**src/rtl/skew_line_pkg.sv**
```systemverilog
package skew_line_pkg;

   typedef enum logic {
      SLOT_DATA   = 1'b0,
      SLOT_PARITY = 1'b1
   } slot_kind_e;

   function automatic int unsigned width_of(input int unsigned n);
      return (n > 1) ? $clog2(n) : 1;
   endfunction

endpackage

```
**src/rtl/skew_lane_rotor.sv**
```systemverilog
module skew_lane_rotor
   import skew_line_pkg::*;
#(
   parameter int unsigned NUM_LANES = 10,
   localparam int unsigned LANE_W   = width_of(NUM_LANES)
) (
   input  logic              clk,
   input  logic              rst_n,
   input  logic              advance,
   output logic [LANE_W-1:0] lane_sel
);

   localparam logic [LANE_W-1:0] TOP_LANE = LANE_W'(NUM_LANES - 1);

   always_ff @(posedge clk or negedge rst_n) begin
      if (!rst_n) begin
         lane_sel <= TOP_LANE;
      end else if (advance) begin
         lane_sel <= (lane_sel == '0) ? TOP_LANE : lane_sel - 1'b1;
      end
   end

endmodule

```
**src/rtl/skew_element_seq.sv**
```systemverilog
module skew_element_seq
   import skew_line_pkg::*;
#(
   parameter int unsigned           GROUP_DATA = 4,
   parameter int unsigned           NUM_ELEMS  = 4,
   parameter logic [NUM_ELEMS-1:0]  ELEM_ODD   = 4'b0100
) (
   input  logic       clk,
   input  logic       rst_n,
   output slot_kind_e kind,
   output logic       odd_elem
);

   localparam int unsigned SLOT_W = width_of(GROUP_DATA + 1);
   localparam int unsigned ELEM_W = width_of(NUM_ELEMS);
   localparam logic [SLOT_W-1:0] PAR_SLOT  = SLOT_W'(GROUP_DATA);
   localparam logic [ELEM_W-1:0] LAST_ELEM = ELEM_W'(NUM_ELEMS - 1);

   logic [SLOT_W-1:0] slot_q;
   logic [ELEM_W-1:0] elem_q;

   assign kind = (slot_q == PAR_SLOT) ? SLOT_PARITY : SLOT_DATA;

   always_ff @(posedge clk or negedge rst_n) begin
      if (!rst_n) begin
         slot_q <= '0;
      end else if (kind == SLOT_PARITY) begin
         slot_q <= '0;
      end else begin
         slot_q <= slot_q + 1'b1;
      end
   end

   generate
      if (NUM_ELEMS == 1) begin : g_single
         always_ff @(posedge clk or negedge rst_n) begin
            if (!rst_n) elem_q <= '0;
            else        elem_q <= '0;
         end
      end else begin : g_multi
         always_ff @(posedge clk or negedge rst_n) begin
            if (!rst_n) begin
               elem_q <= '0;
            end else if (kind == SLOT_PARITY) begin
               elem_q <= (elem_q == LAST_ELEM) ? '0 : elem_q + 1'b1;
            end
         end
      end
   endgenerate

   assign odd_elem = ELEM_ODD[elem_q];

endmodule

```
**src/rtl/skew_parity_acc.sv**
```systemverilog
module skew_parity_acc
   import skew_line_pkg::*;
(
   input  logic       clk,
   input  logic       rst_n,
   input  slot_kind_e kind,
   input  logic       data_bit,
   input  logic       odd_elem,
   output logic       parity_bit
);

   logic acc_q;

   always_ff @(posedge clk or negedge rst_n) begin
      if (!rst_n) begin
         acc_q <= 1'b0;
      end else if (kind == SLOT_PARITY) begin
         acc_q <= 1'b0;
      end else begin
         acc_q <= acc_q ^ data_bit;
      end
   end

   assign parity_bit = acc_q ^ odd_elem;

endmodule

```
**src/rtl/skew_line_gen.sv**
```systemverilog
module skew_line_gen
   import skew_line_pkg::*;
#(
   parameter int unsigned           NUM_LANES    = 10,
   parameter int unsigned           GROUP_DATA   = 4,
   parameter int unsigned           NUM_ELEMS    = 4,
   parameter logic [NUM_ELEMS-1:0]  ELEM_ODD     = 4'b0100,
   parameter bit                    REGISTER_OUT = 1'b1
) (
   input  logic                 clk,
   input  logic                 rst_n,
   input  logic [NUM_LANES-1:0] lane_data,
   output logic                 skew_bit
);

   localparam int unsigned LANE_W = width_of(NUM_LANES);

   generate
      if (NUM_LANES < 2) begin : g_bad_lanes
         $error("skew_line_gen: NUM_LANES must be at least 2");
      end
      if (GROUP_DATA < 1) begin : g_bad_group
         $error("skew_line_gen: GROUP_DATA must be at least 1");
      end
      if (NUM_ELEMS < 1) begin : g_bad_elems
         $error("skew_line_gen: NUM_ELEMS must be at least 1");
      end
   endgenerate

   logic [LANE_W-1:0] lane_sel;
   slot_kind_e        kind;
   logic              odd_elem;
   logic              sampled;
   logic              parity_bit;
   logic              next_bit;

   skew_element_seq #(
      .GROUP_DATA (GROUP_DATA),
      .NUM_ELEMS  (NUM_ELEMS),
      .ELEM_ODD   (ELEM_ODD)
   ) u_seq (
      .clk      (clk),
      .rst_n    (rst_n),
      .kind     (kind),
      .odd_elem (odd_elem)
   );

   skew_lane_rotor #(
      .NUM_LANES (NUM_LANES)
   ) u_rotor (
      .clk      (clk),
      .rst_n    (rst_n),
      .advance  (kind == SLOT_DATA),
      .lane_sel (lane_sel)
   );

   assign sampled = lane_data[lane_sel];

   skew_parity_acc u_par (
      .clk        (clk),
      .rst_n      (rst_n),
      .kind       (kind),
      .data_bit   (sampled),
      .odd_elem   (odd_elem),
      .parity_bit (parity_bit)
   );

   assign next_bit = (kind == SLOT_PARITY) ? parity_bit : sampled;

   generate
      if (REGISTER_OUT) begin : g_out_reg
         always_ff @(posedge clk or negedge rst_n) begin
            if (!rst_n) skew_bit <= 1'b0;
            else        skew_bit <= next_bit;
         end
      end else begin : g_out_comb
         assign skew_bit = rst_n & next_bit;
      end
   endgenerate

endmodule

```
**config.mk**
```make
export PLATFORM = sky130hd
export DESIGN_NAME = skew_line_gen
export DESIGN_NICKNAME = d
export VERILOG_FILES = /design/src/rtl/skew_line_pkg.sv /design/src/rtl/skew_lane_rotor.sv /design/src/rtl/skew_element_seq.sv /design/src/rtl/skew_parity_acc.sv /design/src/rtl/skew_line_gen.sv
export SDC_FILE = /design/constraint.sdc
export NUM_CORES = 1
export LEC_CHECK = 0
export BUFFER_PORTS_ARGS = -buffer_cell sky130_fd_sc_hd__buf_2
export CORE_AREA = 10 10 47 49
export CTS_BUF_LIST = sky130_fd_sc_hd__clkbuf_8
export DETAILED_ROUTE_END_ITERATION = 7
export DIE_AREA = 0 0 57 59
export GPL_TIMING_DRIVEN = 0
export PLACE_DENSITY = 0.72
export SLEW_MARGIN = 20
export SYNTH_ARGS = -nofsm -noshare
export SYNTH_HDL_FRONTEND = slang
export SYNTH_HIERARCHICAL = 1
export SYNTH_SLANG_ARGS = --single-unit
```
**constraint.sdc**
```tcl
create_clock -name clk -period 3.7 [get_ports clk]
set_input_delay 1.11 -clock clk [delete_from_list [all_inputs] [get_ports clk]]
set_output_delay 1.11 -clock clk [all_outputs]
set_load 0.02 [all_outputs]
```
==> impl_results.md <==
* Status: finished, final reports clean
* Worst rel slew slack at 0.8298
* Hold Vio Cnt, Final at 0
* RR Startpoint: u_rotor/lane_sel[0]$_DFFE_PN1P_
* Crit start category: input pin
* Final non-filler cell total at 88
* # DRC at 0
* Initial Util at 0.4330
* Clock period minus worst slack at 2.026 ns
* Worst-Margin Slew at 0.2554 ns
* Grt ovf at 0
* Number of setup violations in the final report at 0
* First drt pass iteration count at 2
* M3 GR Usage at 0.02790
* CTS H-tree depth at 1
* Top post-synthesis cells by area: dfrtp_1 37%, dfstp_2 8.7%, ha_1 8.2%
* Hold Startpoint: u_seq/slot_q[0]$_DFF_PN0_
* Resize count post-CTS at 0
* ANT nets after route at 0
* CP Capture Type: flop
* Core box area at 1401 µm²
* Die area at 3363 µm²
* Worst vdd ir at 0.1630 mV
* Combinational share of power at 0.071
* Setup Skew at 0.003719 ns
* Power Density at 355.2 nW/µm²
* Via density at 4.784
* Iter 0 DRT Violations at 6
* Ratio of cells with drive above 1 in the final layout at 0.3333
* Gp weighted congestion at 0.7130
* Area after DPL at 686.9 µm²
* Clock insertion delay at the later pin of the skew report at 0.23 ns
* DP Wirelength at 853.3 µm
* Register area share after synthesis at 0.4577
* Post-synthesis cell area at 606.8 µm²
* Yosys reg bits at 11
* IO Pins at 13
* Tcrit/Tclk final at 0.5475
* Gr usage total at 0.07265
* Sw Pwr at 53.33 µW
* Met2 global-route usage at 0.1116
* Unrepaired setup endpoints after global routing: no
* Syn Area/Cell at 10.84 µm²
* Number of diodes at 0
* Synth Net Count at 72
* Clk slew on worst S/H paths at 0.05 ns
* Design Power at 260.0 µW
* HP Class: flop to flop
* Cell count after synthesis at 56
* CTS Sinks at 11
* Setup TNS at 0 ns
* CP Data Required Time at 3.82 ns
* Rows at 14
* Root Driver: clkbuf_8
* Final Instance Area at 732.0 µm²
* Net Sw Frac at 0.2052
* P&R area growth vs syn at 20.62%
* Max_cap viols at 0
* Leakage at 0.0003636 µW
* Crit path kind: input pin to flop
* Synth unique cells at 24
* Critical Path Start: lane_data[7]
* Worst-path maximum fanout at 2
* Warnings from Yosys at 6
* Initial antenna violation count at 0
* CP arrival at 2.15 ns
* Wire per inst at 12.28 µm
* Internal cell power at 206.6 µW
* Die span in y at 59 µm
* Busiest grt layer: met2
* Routed wire length at 1081 µm
* I/O Buffers at 12
* Seq pwr share at 0.482
* Highest clock rate at 493.6 MHz
* Final net count at 89
* Met1 Usage GRT at 0.08118
* Area fraction of the dominant cell type after synthesis at 0.3711
* Pins Over Slew Limit at 0
* Vias in the first global route at 446
* CTS max path bufs at 2
* Largest area contributor in the netlist: dfrtp_1
* Cts hold-fix bufs at 0
* Largest net degree at the start of global routing at 12
* Setup bufs post-CTS at 0
* Vias at 421
* Num CTS Buffers at 3
* CTS tree: yes
* Clock share of power at 0.447
* First-pass GRT wire length at 1938 µm
* Final Util at 0.5223
* Placed cells at 84
* Die Span X at 57 µm
## per-stage QoR
| step | hold WS, ns | setup WS [ns] |
|---|---|---|
| finish | 0.4651 | 1.674 |
| global route | 0.4795 | 1.581 |
| floorplan | 0.4274 | 1.602 |
| CTS | 0.4623 | 1.679 |
| detailed placement | 0.4522 | 1.435 |
| global placement | 0.4495 | 1.431 |
## final timing paths
kind                                                    to  slack, ns  cells after the start
setup / recovery                     u_par/acc_q$_DFF_PN0_       1.67                      6
max in group asynchronous  u_rotor/lane_sel[3]$_DFFE_PN1P_       2.70                      1
setup reg to reg                     u_par/acc_q$_DFF_PN0_       1.95                      5
hold / removal                   u_seq/slot_q[0]$_DFF_PN0_       0.47                      1
hold reg to reg                  u_seq/slot_q[0]$_DFF_PN0_       0.47                      1
min in group asynchronous      u_seq/elem_q[1]$_DFFE_PN0N_       0.74                      1
## cell usage after synthesis
library cell,number
mux4_2,1
xnor2_1,1
o21ai_1,1
dfrtp_1,9
nand2_2,1
o21ai_0,3
inv_1,8
mux2i_1,4
a21oi_1,1
a2bb2oi_1,1
mux2_4,1
or3b_1,1
xor2_1,3
mux2_2,1
nor2_2,1
and2_2,1
nand2_1,3
a31oi_1,1
o211ai_2,1
o21a_1,1
nand2b_1,1
ha_1,4
dfstp_2,2
nor2_1,5
## routing by layer
layer  routed length [µm]  vias to the layer above
li1                     -                      217
met1                  508                      192
met2                  491                       10
met3                   75                        2
met4                    6                        0
met5                    0                        -
## power by group through the flow
stage | Sequential [µW] | Combinational (µW) | Clock [µW]
floorplan | 128 | 8.72 | 0
global placement | 127 | 18.6 | 0
detailed placement | 127 | 18.7 | 0
CTS | 125 | 18.9 | 122
global route | 125 | 21.1 | 127
finish | 125 | 18.5 | 116
## sequential cells by signal (all words and copies together) (netlist names)
| signal | count |
|---|---|
| u_seq/slot_q | 3 |
| skew_bit | 1 |
| u_seq/elem_q | 2 |
| u_par/acc_q | 1 |
| u_rotor/lane_sel | 4 |
## worst max-delay path, cell delays in order
cell and delay [ns]:
buf_2 0.09, mux4_2 0.46, o211ai_2 0.17, o21ai_1 0.11
xnor2_1 0.15, nor2_1 0.06
## cells by family (layout without fill, tap and decap cells)
group           count (synthesis)  after routing  synth area share
buf+inv                         8             24           0.04949
compound gates                  9              9           0.09896
fa+ha+maj                       4              4           0.08248
simple gates                   13             13            0.1072
flops                          11             11            0.4577
mux                             7              7            0.1464
xor+xnor                        4              4           0.05774
## layout make-up
class / count / area [µm²]
inverters: 8 / 30.03
well taps: 16 / 20.02
clock buffers: 3 / 41.29
fillers: 136 / 669.4
flip-flops and latches: 11 / 277.8
repair buffers: 12 / 60.06
clock inverters: 1 / 3.754
multi-input cells: 37 / 299.0
## cell usage in the layout, fill, tap and decap left out, types with 2 or more instances in the layout
master,count
buf_2,12
inv_1,9
dfrtp_1,9
nor2_1,5
mux2i_1,4
ha_1,4
nand2_1,3
clkbuf_8,3
xor2_1,3
o21ai_0,3
dfstp_2,2
Power figures use the tool's default switching activity.
